File: src/rtl/uart_rx_fifo_pkg.sv
package uart_rx_fifo_pkg;

    localparam int RX_DATA_W = 8;

    typedef struct packed {
        logic brk;
        logic ferr;
        logic perr;
    } rx_flags_t;

    typedef struct packed {
        rx_flags_t              flags;
        logic [RX_DATA_W-1:0]   data;
    } rx_entry_t;

    typedef enum logic [1:0] {
        OCC_IDLE = 2'b00,
        OCC_POP  = 2'b01,
        OCC_PUSH = 2'b10,
        OCC_BOTH = 2'b11
    } occ_op_t;

    function automatic rx_flags_t merge_flags(input rx_flags_t a, input rx_flags_t b);
        rx_flags_t r;
        r.brk  = a.brk  | b.brk;
        r.ferr = a.ferr | b.ferr;
        r.perr = a.perr | b.perr;
        return r;
    endfunction

    function automatic rx_flags_t gate_flags(input rx_flags_t a, input logic en);
        rx_flags_t r;
        r.brk  = a.brk  & en;
        r.ferr = a.ferr & en;
        r.perr = a.perr & en;
        return r;
    endfunction

endpackage

File: src/rtl/uart_rx_fifo_store.sv
module uart_rx_fifo_store
    import uart_rx_fifo_pkg::*;
#(
    parameter int MAX_DEPTH   = 16,
    parameter int SMALL_DEPTH = 8,
    localparam int PW = $clog2(MAX_DEPTH),
    localparam int CW = $clog2(MAX_DEPTH + 1)
)(
    input  logic            clk,
    input  logic            rst,
    input  logic            clear,
    input  logic            deep,
    input  logic            push,
    input  rx_entry_t       push_entry,
    input  logic            pop_req,
    output rx_entry_t       head,
    output logic [CW-1:0]   count,
    output logic            nonempty,
    output logic            full,
    output logic            full_next,
    output logic            pop_ok,
    output logic            space
);

    rx_entry_t          mem [MAX_DEPTH];
    logic [PW-1:0]      wr_ptr;
    logic [PW-1:0]      rd_ptr;
    logic [CW-1:0]      count_n;
    logic [CW-1:0]      depth_sel;
    occ_op_t            op;

    assign depth_sel = deep ? CW'(MAX_DEPTH) : CW'(SMALL_DEPTH);
    assign nonempty  = (count != '0);
    assign full      = (count >= depth_sel);
    assign pop_ok    = pop_req & nonempty & ~clear;
    assign space     = ~full | pop_ok;
    assign head      = mem[rd_ptr];
    assign op        = occ_op_t'({push, pop_ok});

    always_comb begin
        unique case (op)
            OCC_PUSH: count_n = count + CW'(1);
            OCC_POP:  count_n = count - CW'(1);
            default:  count_n = count;
        endcase
        if (clear) count_n = '0;
    end

    assign full_next = (count_n >= depth_sel);

    always_ff @(posedge clk) begin
        if (rst) begin
            wr_ptr <= '0;
            rd_ptr <= '0;
            count  <= '0;
        end else begin
            count <= count_n;
            if (clear) begin
                wr_ptr <= '0;
                rd_ptr <= '0;
            end else begin
                if (push)   wr_ptr <= wr_ptr + PW'(1);
                if (pop_ok) rd_ptr <= rd_ptr + PW'(1);
            end
        end
    end

    always_ff @(posedge clk) begin
        if (push && !clear) mem[wr_ptr] <= push_entry;
    end

endmodule

File: src/rtl/uart_rx_fifo_intake.sv
module uart_rx_fifo_intake
    import uart_rx_fifo_pkg::*;
(
    input  logic        clk,
    input  logic        rst,
    input  logic        accept,
    input  logic        clr_all,
    input  logic        err_clr,
    input  logic        start_bit,
    input  logic        char_valid,
    input  rx_entry_t   char_in,
    input  logic        space,
    output logic        push,
    output rx_entry_t   push_entry,
    output logic        hold_valid,
    output logic        overrun
);

    rx_entry_t  hold_q, hold_d;
    logic       hold_vd;
    logic       in_ok;
    logic       ovr_set;

    assign in_ok   = accept & char_valid;
    assign ovr_set = accept & start_bit & hold_valid & ~space;

    always_comb begin
        push       = 1'b0;
        push_entry = hold_q;
        hold_d     = hold_q;
        hold_vd    = hold_valid;
        if (!accept) begin
            hold_vd = 1'b0;
        end else if (hold_valid) begin
            if (space) push = 1'b1;
            if (in_ok) begin
                hold_d  = char_in;
                hold_vd = 1'b1;
            end else if (space) begin
                hold_vd = 1'b0;
            end
        end else if (in_ok) begin
            if (space) begin
                push       = 1'b1;
                push_entry = char_in;
            end else begin
                hold_d  = char_in;
                hold_vd = 1'b1;
            end
        end
    end

    always_ff @(posedge clk) begin
        if (rst) begin
            hold_valid <= 1'b0;
            hold_q     <= '0;
            overrun    <= 1'b0;
        end else begin
            hold_valid <= hold_vd;
            hold_q     <= hold_d;
            if (clr_all)      overrun <= 1'b0;
            else if (ovr_set) overrun <= 1'b1;
            else if (err_clr) overrun <= 1'b0;
        end
    end

endmodule

File: src/rtl/uart_rx_fifo_status.sv
module uart_rx_fifo_status
    import uart_rx_fifo_pkg::*;
(
    input  logic        clk,
    input  logic        rst,
    input  logic        clr_all,
    input  logic        err_clr,
    input  logic        block_mode,
    input  rx_flags_t   head_flags,
    input  logic        nonempty,
    input  logic        pop_ok,
    output rx_flags_t   flags_out
);

    rx_flags_t  sticky;
    rx_flags_t  fresh;
    rx_flags_t  sticky_base;
    logic       head_seen;
    logic       absorb;

    assign absorb      = nonempty & ~head_seen;
    assign fresh       = gate_flags(head_flags, absorb);
    assign sticky_base = gate_flags(sticky, ~err_clr);

    always_comb begin
        if (block_mode) flags_out = merge_flags(sticky, fresh);
        else            flags_out = gate_flags(head_flags, nonempty);
    end

    always_ff @(posedge clk) begin
        if (rst || clr_all) begin
            sticky    <= '0;
            head_seen <= 1'b0;
        end else begin
            sticky <= merge_flags(sticky_base, fresh);
            if (pop_ok)        head_seen <= 1'b0;
            else if (nonempty) head_seen <= 1'b1;
        end
    end

endmodule

File: src/rtl/uart_rx_fifo.sv
module uart_rx_fifo
    import uart_rx_fifo_pkg::*;
#(
    parameter int MAX_DEPTH   = 16,
    parameter int SMALL_DEPTH = 8
)(
    input  logic                    clk,
    input  logic                    rst,
    input  logic                    cmd_enable,
    input  logic                    cmd_disable,
    input  logic                    cmd_rx_reset,
    input  logic                    cmd_err_reset,
    input  logic                    cfg_deep,
    input  logic                    cfg_block_err,
    input  logic                    cfg_irq_full,
    input  logic                    cfg_auto_rts,
    input  logic                    start_bit,
    input  logic                    char_valid,
    input  logic [RX_DATA_W-1:0]    char_data,
    input  logic                    char_perr,
    input  logic                    char_ferr,
    input  logic                    char_brk,
    input  logic                    rd_data,
    output logic [RX_DATA_W-1:0]    rd_char,
    output logic                    st_ready,
    output logic                    st_full,
    output logic                    st_perr,
    output logic                    st_ferr,
    output logic                    st_brk,
    output logic                    st_overrun,
    output logic                    rx_enabled,
    output logic                    irq,
    output logic                    rts_n
);

    localparam int CW = $clog2(MAX_DEPTH + 1);

    rx_entry_t      char_in;
    rx_entry_t      push_entry;
    rx_entry_t      head;
    rx_flags_t      flags_out;
    logic [CW-1:0]  count;
    logic           accept;
    logic           push;
    logic           pop_ok;
    logic           space;
    logic           nonempty;
    logic           full;
    logic           full_next;
    logic           hold_valid;
    logic           rts_hi;

    assign char_in.data       = char_data;
    assign char_in.flags.perr = char_perr;
    assign char_in.flags.ferr = char_ferr;
    assign char_in.flags.brk  = char_brk;

    assign accept = rx_enabled & ~cmd_disable & ~cmd_rx_reset;

    always_ff @(posedge clk) begin
        if (rst || cmd_rx_reset || cmd_disable) rx_enabled <= 1'b0;
        else if (cmd_enable)                    rx_enabled <= 1'b1;
    end

    uart_rx_fifo_intake u_intake (
        .clk        (clk),
        .rst        (rst),
        .accept     (accept),
        .clr_all    (cmd_rx_reset),
        .err_clr    (cmd_err_reset),
        .start_bit  (start_bit),
        .char_valid (char_valid),
        .char_in    (char_in),
        .space      (space),
        .push       (push),
        .push_entry (push_entry),
        .hold_valid (hold_valid),
        .overrun    (st_overrun)
    );

    uart_rx_fifo_store #(
        .MAX_DEPTH   (MAX_DEPTH),
        .SMALL_DEPTH (SMALL_DEPTH)
    ) u_store (
        .clk        (clk),
        .rst        (rst),
        .clear      (cmd_rx_reset),
        .deep       (cfg_deep),
        .push       (push),
        .push_entry (push_entry),
        .pop_req    (rd_data),
        .head       (head),
        .count      (count),
        .nonempty   (nonempty),
        .full       (full),
        .full_next  (full_next),
        .pop_ok     (pop_ok),
        .space      (space)
    );

    uart_rx_fifo_status u_status (
        .clk        (clk),
        .rst        (rst),
        .clr_all    (cmd_rx_reset),
        .err_clr    (cmd_err_reset),
        .block_mode (cfg_block_err),
        .head_flags (head.flags),
        .nonempty   (nonempty),
        .pop_ok     (pop_ok),
        .flags_out  (flags_out)
    );

    always_ff @(posedge clk) begin
        if (rst || cmd_rx_reset)
            rts_hi <= 1'b0;
        else
            rts_hi <= cfg_auto_rts & full_next & (rts_hi | (accept & start_bit & full));
    end

    assign rd_char  = nonempty ? head.data : '0;
    assign st_ready = nonempty;
    assign st_full  = full;
    assign st_perr  = flags_out.perr;
    assign st_ferr  = flags_out.ferr;
    assign st_brk   = flags_out.brk;
    assign irq      = cfg_irq_full ? full : nonempty;
    assign rts_n    = rts_hi;

endmodule

File: config.mk
export PLATFORM = sky130hd
export DESIGN_NAME = uart_rx_fifo
export DESIGN_NICKNAME = d
export VERILOG_FILES = /design/src/rtl/uart_rx_fifo_pkg.sv /design/src/rtl/uart_rx_fifo_store.sv /design/src/rtl/uart_rx_fifo_intake.sv /design/src/rtl/uart_rx_fifo_status.sv /design/src/rtl/uart_rx_fifo.sv
export SDC_FILE = /design/constraint.sdc
export NUM_CORES = 1
export LEC_CHECK = 0
export ABC_AREA = 1
export ABC_CLOCK_PERIOD_IN_PS = 10300
export BUFFER_PORTS_ARGS = -buffer_cell sky130_fd_sc_hd__buf_2
export CORE_MARGIN = 3
export CORE_UTILIZATION = 43
export CTS_CLUSTER_SIZE = 28
export DETAILED_ROUTE_END_ITERATION = 10
export PLACE_DENSITY = 0.6
export SLEW_MARGIN = 10
export SYNTH_ARGS = -nofsm -noshare
export SYNTH_HDL_FRONTEND = slang
export SYNTH_SLANG_ARGS = --single-unit
File: constraint.sdc
create_clock -name clk -period 10.3 [get_ports clk]
set_clock_uncertainty 0.2 [all_clocks]
set_input_delay 2.06 -clock clk [delete_from_list [all_inputs] [get_ports clk]]
set_output_delay 2.06 -clock clk [all_outputs]
set_load 0.05 [all_outputs]
==> metrics, run 1 <==
# DRC=0; IO Count=41; Leakage Power=4.04 nW; ANT cells=0; xor and xnor area share after synthesis=0.477%; WP data required=8040 ps; WL/cell=16.8 um; Synth Area in Simple Gates=16.6%; Area Growth Syn to Fin=12.4%; synth top area cells=edfxtp_1 (58%), dfxtp_1 (7.9%), nand2_1 (5.5%); Root Driver=clkbuf_16; max cap viols=0; fin. max-slew vios=0; clk sink count=212; final HPWL from detailed placement=11.9 mm; setup TNS=0 ps; largest family of logic cells by synthesized area=simple AND/OR/NAND/NOR gates; final setup violation count=0; I/O Buffers=40; Reg clk slew, reported paths=60 ps; mux cell area share after synthesis=0%; status=completed; worst-path cell chain=buf_2 -> inv_1 -> ha_1 -> inv_1 -> nor2_1 -> nor2_1 -> o21ai_4 -> nand2_1 -> o21ai_0 -> buf_2; Final Wtd Congestion=0.785; PD cells=162 nW/um2; Setup Fix Bufs, Post-CTS=0; FFs w/ async S/R, synth=0%; fin area=10,300 um2; ys flop type=edfxtp_1; Clock Latency Late Sink=500 ps; first-iteration detailed-routing DRC count=485; nets=942; minimum clock period=5590 ps; DRT Pass-1 Iters=5; # rows=52; Clock Path Buffers=3; gr ovfl total=0; Chip Height=152 um; Finished Layout Cells=1,192; Synth top cells by count=edfxtp_1 (176), nand2_1 (135), nor2_1 (129); Mapped Cells=872; Hold Path Class=flop to flop; VDD IR-drop max=0.130 mV; Detail Route Antenna Nets=0; critical path class=input port to output pin; register area share after synthesis=65.5%; number of global-route vias before repair=5,813; first-pass GRT wire length=31.6 mm; final wirelength=20.1 mm; PnR Total Power=0.00167 W; Synth top area share=57.6%; number of buffers created by CTS=22; CTS tree=built; Unique masters post-synth=33; Yosys top cell by area=edfxtp_1; CP Capture Type=output pin; post-synthesis compound-gate area fraction=9.88%; Yosys Warn Count=0; crit-path max cell delay=250 ps; Final Hold Viols=0; core area=20,600 um2; Syn Area/Cell=10.5 um2; die width=152 um; RSZ-0062 raised after global routing=false; antenna violations before repair=0; Critical Path Fanout Max=4; PostCTS Resize Cnt=0; Max Fclk=0.179 GHz; Worst Tran Pin Value=1140 ps; GRT Util Overall=17.0%; share of cells above drive strength 1=12.9%; Initial Util=44.5%; adder-cell share of the synthesized area=1.64%; Die Area=23,100 um2; Synth Register Bits=212; Relative slew margins=23.9%; Crit-path slowest cell=ha_1; mapped cell area=9170 um2; largest net degree at the start of global routing=87; hold_buf cts=0; placed cell areas=9640 um2; drt via density=5.16; via count=6,153; Cell Count Post-Placement=1,152; fin crit share=54.3%; CP Launch Type=input port; number of flops mapped to enable cells by yosys=176; most frequent cell after synthesis=edfxtp_1; syn nets=908; H-tree levels=1; Worst Path Arrival=3330 ps
-- worst max-delay path, delay by kind of cell --
| family | cells | cell delay (ps) |
|---|---|---|
| buf+inv | 4 | 550 |
| simple gates | 3 | 280 |
| fa+ha+maj | 1 | 250 |
| compound gates | 2 | 190 |
-- area by class of cell --
class | count | area, um2
Inverter | 83 | 312
Clock buffer | 28 | 583
Clock inverter | 12 | 81.3
Tap cell | 270 | 338
Timing Repair Buffer | 55 | 313
Multi-Input combinational cell | 532 | 2680
Sequential cell | 212 | 6010
Fill cell | 1820 | 10300
-- metrics by stage --
| stage | utilization, % | setup WS (ps) | hold WS [ps] |
|---|---|---|---|
| final | 50.0 | 4710 | 251 |
| after global routing | 50.0 | 4590 | 271 |
| after CTS | 50.0 | 4700 | 253 |
| after detailed placement | 46.8 | 4700 | 243 |
| after global placement | 46.8 | 4710 | 238 |
| after floorplan | - | 4540 | 229 |
-- logic make-up (layout without fill, tap and decap cells) --
group | after synthesis | after routing
AO/OA/AOI/OAI | 158 | 158
XOR/XNOR | 5 | 5
adder cells (fa/ha/maj) | 12 | 12
buffers and inverters | 128 | 178
flip-flops | 212 | 212
AND/OR/NAND/NOR | 357 | 357
-- power breakdown --
part,internal (W),switching (W),leakage [nW]
Clock,0.000406,0.000319,0.328
Combinational,0.00000922,0.0000215,1.56
Sequential,0.000917,0.000000367,2.16
-- layout by cell type, fill, tap and decap left out, types with 3 or more instances in the layout --
cell and count:
clkinv_2 4, nor2_1 129, dfxtp_1 35, a21oi_1 27, edfxtp_1 176, o21ai_1 9, clkbuf_16 22, ha_1 12
o21ai_0 87, buf_2 40, o211ai_1 24, buf_4 15, inv_2 6, clkbuf_1 5, nand2_4 4, nor3_2 12
o221ai_1 8, nand2_1 135, nand3_1 66, nor3_1 3, inv_1 77, xor2_1 3
-- sequential cells by signal (all words and copies together) (netlist names), named ones only --
signal               flops
u_intake.hold_valid      1
u_status.sticky          3
u_status.head_seen       1
u_store.count            5
rx_enabled               1
u_store.mem            176
u_store.rd_ptr           4
u_intake.overrun         1
rts_n                    1
u_store.wr_ptr           4
u_intake.hold_q         11
-- metal layers --
metal	part of all wire [%]	GRT usage, %
met3	6.0	2.25
met2	46	28.3
met4	2.5	5.14
met5	0	0
met1	45	23.5
-- path summary, 6_finish.rpt --
path | startpoint | to | slack, ps | cells after the start
setup / recovery | cfg_deep | irq | 4710 | 10
hold / removal | u_status.head_seen | u_status.head_seen | 250 | 2
setup reg to reg | u_store.count[3] | rts_n | 6590 | 22
hold reg to reg | u_status.head_seen | u_status.head_seen | 250 | 2
No activity file was read; power rests on OpenSTA's default activity.
==> inputs of run 2 (changes only) <==
--- a/config.mk
+++ b/config.mk
@@ -6,7 +6,7 @@
 export NUM_CORES = 1
 export LEC_CHECK = 0
 export ABC_AREA = 1
-export ABC_CLOCK_PERIOD_IN_PS = 10300
+export ABC_CLOCK_PERIOD_IN_PS = 5500
 export BUFFER_PORTS_ARGS = -buffer_cell sky130_fd_sc_hd__buf_2
 export CORE_MARGIN = 3
 export CORE_UTILIZATION = 43
==> constraint.sdc (replaced) <==
create_clock -name clk -period 5.5 [get_ports clk]
set_clock_uncertainty 0.2 [all_clocks]
set_input_delay 1.1 -clock clk [delete_from_list [all_inputs] [get_ports clk]]
set_output_delay 1.1 -clock clk [all_outputs]
set_load 0.05 [all_outputs]
==> run 2 against run 1 <==
  * Worst hold slack worse by 1.0 ps
  * Routed wire length grew 1.6%
  * Clock-buffer cell count stayed put
  * Clock power is 110% higher
  * Critical endpoint is now rd_char[6]
==> metrics, run 2 (synthesis results as in run 1) <==
status=completed; Max Fclk=0.238 GHz; Critical Path Fanout Max=52 (+48); Place WS=956 ps (-3740 ps); WP data required=4200 ps (-3840 ps); minimum clock period=4190 ps; Reg clk slew, reported paths=60 ps (about the same); largest net degree at the start of global routing=89 (+2.3%); drt via density=5.15 (-0.14%); r2r startpoint=u_store.count[3]; Cell Count Post-Placement=1,152 (unchanged); IO Count=41 (unchanged); fin. max-slew vios=0 (unchanged); antenna violations before repair=0 (unchanged); Worst Tran Pin Value=1110 ps (-23.1 ps); via count=6,139 (-0.23%); # rows=52 (unchanged); worst hold endpoint=u_status.head_seen; final HPWL from detailed placement=12.1 mm (+1.8%); WL/cell=17.1 um (+1.7%); Hold Path Class=flop to flop; most common cell after layout, fill and taps aside=edfxtp_1; Reg power frac=52.4% (-2.5 points); Clock Path Buffers=3 (unchanged); CP Launch Type=flop; nets=942 (unchanged); Detail Route Antenna Nets=0 (unchanged); # DRC=0 (unchanged); logic gate share of total power=1.8% (about the same); number of global-route vias before repair=5,792 (-0.36%); Worst Hold Depth=2 (unchanged); worst reg2reg setup slack=1820 ps (-4770 ps); Worst Path Arrival=2890 ps (-440 ps); gr ovfl total=0 (unchanged); fin area=10,400 um2 (+0.77%); first-iteration detailed-routing DRC count=442 (-8.9%); Top reg by flops=u_store.mem; DRT Pass-1 Iters=5 (unchanged); most frequent cells in the layout=edfxtp_1 (176), nand2_1 (135), nor2_1 (128); RSZ-0062 raised after global routing=false; max cap viols=0 (unchanged); Internal Power=0.00264 W (+98%); die width=152 um (unchanged); final wirelength=20.4 mm (+1.6%); Relative slew margins=25.4% (+1.6 points); I/O Buffers=40 (unchanged); Die Area=23,100 um2 (unchanged); core area=20,600 um2 (unchanged); CTS tree=built; Clock Latency Late Sink=500 ps (about the same); R2R Path End=rts_n; final setup violation count=0 (unchanged); placed cell areas=9650 um2 (about the same); HP Start=u_status.head_seen; Initial Util=44.5% (unchanged); clk sink count=212 (unchanged); Final Wtd Congestion=0.818 (+4.3%); share of cells above drive strength 1=13.1% (+0.23 points); switching pwr=0.000635 W (+86%); Root Driver=clkbuf_16; first-pass GRT wire length=31.9 mm (+0.96%); sw frac=19.4% (-0.98 points); Leakage Power=4.06 nW (+0.47%); CP Capture Type=output pin; setup TNS=0 ps (unchanged); Final Hold Viols=0 (unchanged); GRT Util Overall=17.1% (+0.027 points); clock share of power=45.8% (+2.5 points); critical path class=flop to output pin; PostCTS Resize Cnt=0 (unchanged); Util after Layout=50.4% (+0.38 points); Worst Setup Slack, final=1310 ps (-3400 ps); fin crit share=76.2%; Chip Height=152 um (unchanged); Area Growth Syn to Fin=13.3%; FF-to-FF path depth=22 (unchanged); H-tree levels=1 (unchanged); hold_buf cts=0 (unchanged); ANT cells=0 (unchanged); Finished Layout Cells=1,191 (-0.084%); Regs by FF count=u_store.mem x176, u_intake.hold_q x11, u_store.count x5; number of buffers created by CTS=22 (unchanged); PD cells=315 nW/um2 (+94%); max reg flops=176 (unchanged); VDD IR-drop max=0.271 mV (+110%); Setup Fix Bufs, Post-CTS=0 (unchanged)
[run 2: worst max path at each step]
stage / startpoint / to / slack, ps / cells after the start
after floorplan: cfg_deep / rts_n / 1150 / 26
after global placement: cfg_deep / rts_n / 1070 / 25
after detailed placement: cfg_deep / rts_n / 960 / 25
after CTS: flop / rd_char[6] / 1300 / 7
after global routing: cfg_deep / rts_n / 1130 / 25
final: flop / rd_char[6] / 1310 / 7
[run 2: per-layer routing]
metal  vias up  global-route usage [%]  routed length (um)  part of all wire [%]
met4         0                    4.24                 336                   1.6
li1       3058                       -                   -                     -
met5         -                       0                   0                     0
met1      2913                    24.4                9320                    46
met2       143                    27.9                9720                    48
met3        25                    2.19                1030                   5.0
[run 2: cell type report]
class / instances / area (um2)
fillers: 1811 / 10200
well taps: 270 / 338
multi-input cells: 532 / 2680
inverters: 83 / 312
flip-flops and latches: 212 / 6010
repair buffers: 55 / 313
clock inverters: 11 / 106
clock buffers: 28 / 634
[run 2: critical path, cell delays in order, from the launching register on]
cell,delay (ps)
dfxtp_1,320
inv_2,660
buf_4,360
o21ai_0,120
o211ai_1,310
nand3_1,120
a21oi_1,170
buf_2,290
[run 2: stage by stage]
stage,hold slack [ps],power (W)
floorplan,229,0.00179
global route,273,0.00337
CTS,251,0.00331
finish,250,0.00328
detailed placement,242,0.00181
global placement,238,0.00181
[run 2: power groups by stage]
stage	Sequential, W	Combinational, W	Clock [W]
finish	0.00172	0.0000575	0.00150
global route	0.00172	0.0000642	0.00159
CTS	0.00172	0.0000581	0.00153
detailed placement	0.00175	0.0000579	0
global placement	0.00175	0.0000574	0
floorplan	0.00175	0.0000375	0
==> inputs of run 3 (changes only) <==
--- a/config.mk
+++ b/config.mk
@@ -6,7 +6,7 @@
 export NUM_CORES = 1
 export LEC_CHECK = 0
 export ABC_AREA = 1
-export ABC_CLOCK_PERIOD_IN_PS = 5500
+export ABC_CLOCK_PERIOD_IN_PS = 4300
 export BUFFER_PORTS_ARGS = -buffer_cell sky130_fd_sc_hd__buf_2
 export CORE_MARGIN = 3
 export CORE_UTILIZATION = 43
==> constraint.sdc (replaced) <==
create_clock -name clk -period 4.3 [get_ports clk]
set_clock_uncertainty 0.2 [all_clocks]
set_input_delay 0.86 -clock clk [delete_from_list [all_inputs] [get_ports clk]]
set_output_delay 0.86 -clock clk [all_outputs]
set_load 0.05 [all_outputs]
==> run 3 against run 2 <==
  * Critical path depth shrank 1
  * Power rose by 34%
  * Final area up 1.9%
  * Largest power group unchanged
==> metrics, run 3 (synthesis results as in run 1) <==
status=completed; WL/cell=16.8 um (-2.1%); Die Area=23,100 um2 (unchanged); nets=951 (+0.96%); FF/Latch Area=6010 um2 (unchanged); Fill cells=1,813 (+0.11%); Setup Fix Bufs, Post-CTS=0 (unchanged); CTS tree=built; Final Wtd Congestion=0.785 (-4.1%); core area=20,600 um2 (unchanged); Area Growth Syn to Fin=15.4%; fin crit share=86.9%; Max Fclk=0.268 GHz; Detail Route Antenna Nets=0 (unchanged); ANT cells=0 (unchanged); die width=152 um (unchanged); worst reg2reg setup slack=820 ps (-1000 ps); Worst Setup Slack, final=565 ps (-741 ps); CP Capture Type=output pin; FF-to-FF path depth=23 (+4.5%); Leakage Power=4.18 nW (+3.0%); r2r startpoint=u_store.count[4]; CP Launch Type=flop; Clock Path Buffers=3 (unchanged); minimum clock period=3730 ps; Reg clk slew, reported paths=60 ps (about the same); Initial Util=44.5% (unchanged); Clock Latency Late Sink=500 ps (about the same); gr ovfl total=0 (unchanged); hold_buf cts=0 (unchanged); PostCTS Resize Cnt=0 (unchanged); IO Count=41 (unchanged); Hold Path Class=flop to flop; Worst Hold Depth=2 (unchanged); Util after Layout=51.3% (+0.95 points); critical path class=flop to output pin; Worst Path Arrival=2670 ps (-220 ps); most frequent cells in the layout=edfxtp_1 (176), nand2_1 (135), nor2_1 (129); # rows=52 (unchanged); Top reg by flops=u_store.mem; CP Depth=6 (-1); H-tree levels=1 (unchanged); largest net degree at the start of global routing=89 (unchanged); PD cells=414 nW/um2 (+31%); crit-path max cell delay=500 ps (-160 ps); first-iteration detailed-routing DRC count=447 (+1.1%); Worst path top cell family by delay=buffers and inverters; Regs by FF count=u_store.mem x176, u_intake.hold_q x11, u_store.count x5; max reg flops=176 (unchanged); Chip Height=152 um (unchanged); number of buffers created by CTS=22 (unchanged); Worst Tran Pin Value=913 ps (-199 ps); Critical Path Fanout Max=23 (-56%); Final Hold Slack=249 ps (-1.24 ps); via count=6,144 (+0.081%); antenna violations before repair=0 (unchanged); fin. max-slew vios=0 (unchanged); setup TNS=0 ps (unchanged); Relative slew margins=39.0% (+14 points); Root Driver=clkbuf_16; Worst Path Buf+Inv=3 (unchanged); # DRC=0 (unchanged); Crit-path slowest cell=inv_1; DRT Pass-1 Iters=4 (-1); Final Hold Viols=0 (unchanged); VDD IR-drop max=0.268 mV (-1.2%); final setup violation count=0 (unchanged); I/O Buffers=40 (unchanged); Multi-input gate area=2680 um2 (about the same); drt via density=5.12 (-0.75%); Place WS=126 ps (-830 ps); max cap viols=0 (unchanged); GRT Util Overall=17.5% (+0.45 points); first-pass GRT wire length=32.8 mm (+2.6%); number of global-route vias before repair=5,904 (+1.9%); WP data required=3240 ps (-960 ps); clk sink count=212 (unchanged); share of cells above drive strength 1=14.4% (+1.3 points); most common cell after layout, fill and taps aside=edfxtp_1; worst-path cell chain=buf_4 -> inv_1 -> o211ai_1 -> nand3_1 -> a21oi_1 -> buf_2; final wirelength=20.1 mm (-1.3%); HP Start=u_status.head_seen; final HPWL from detailed placement=12.3 mm (+1.5%); RSZ-0062 raised after global routing=false
-- run 3: cell count changes in the layout (fill, tap and decap cells not counted) --
cell        before  now
clkbuf_16       23   24
clkinvlp_4       1    2
clkbuf_8         4    2
nor2_1         128  129
clkinv_1         4    0
clkinv_4         0    1
clkinv_2         3    4
nor2_2           1    0
bufinv_16        2    5
buf_12           0    3
buf_4           15   21
-- run 3: path summary, 6_finish.rpt --
check	endpoint
min reg2reg	u_status.head_seen
min	u_status.head_seen
max	rd_char[5]
max reg2reg	rts_n
-- run 3: area by class of cell --
class / instances / share of cell area [%]
Tap cell: 270 / 3.19
Clock inverter: 13 / 1.92
Multi-Input combinational cell: 532 / 25.3
Timing Repair Buffer: 64 / 3.95
Clock buffer: 27 / 5.97
Sequential cell: 212 / 56.8
Inverter: 83 / 2.94
-- run 3: layer usage --
layer | up-vias | routed length, um | global-route usage, %
li1 | 3082 | - | -
met1 | 2908 | 9030 | 24.3
met2 | 129 | 9710 | 29.3
met3 | 25 | 940 | 2.22
met4 | 0 | 456 | 4.92
met5 | - | 0 | 0
-- run 3: worst register-to-register path, cell delays in order (launching register included) --
cell,delay [ps]
dfxtp_1,400
ha_1,250
inv_1,120
nor2_1,50
nor2_1,190
o21ai_4,120
nand2_4,130
nand2_4,50
ha_1,280
xor2_1,240
ha_1,180
inv_1,30
nand2_1,90
nand3_1,100
nand2_1,80
nand2_1,40
nand2_1,50
nand2_1,40
nand3_1,80
inv_1,60
ha_1,280
and3_1,190
nand3_1,70
a21oi_1,50
-- run 3: metrics by stage --
| step | instances | power (W) | cell area [um2] |
|---|---|---|---|
| 3_3_place_gp | 1161 | 0.00231 | 9750 |
| 4_1_cts | 1201 | 0.00442 | 10600 |
| 2_1_floorplan | 872 | 0.00229 | 9170 |
| 3_5_place_dp | 1161 | 0.00232 | 9750 |
| 6_report | 1201 | 0.00439 | 10600 |
| 5_1_grt | 1201 | 0.00452 | 10600 |
-- run 3: report_power, final --
part	internal, W	switching (W)	leakage, nW
registers	0.00220	0.00000115	2.16
clock network	0.00135	0.000765	0.407
logic	0.0000224	0.0000513	1.62
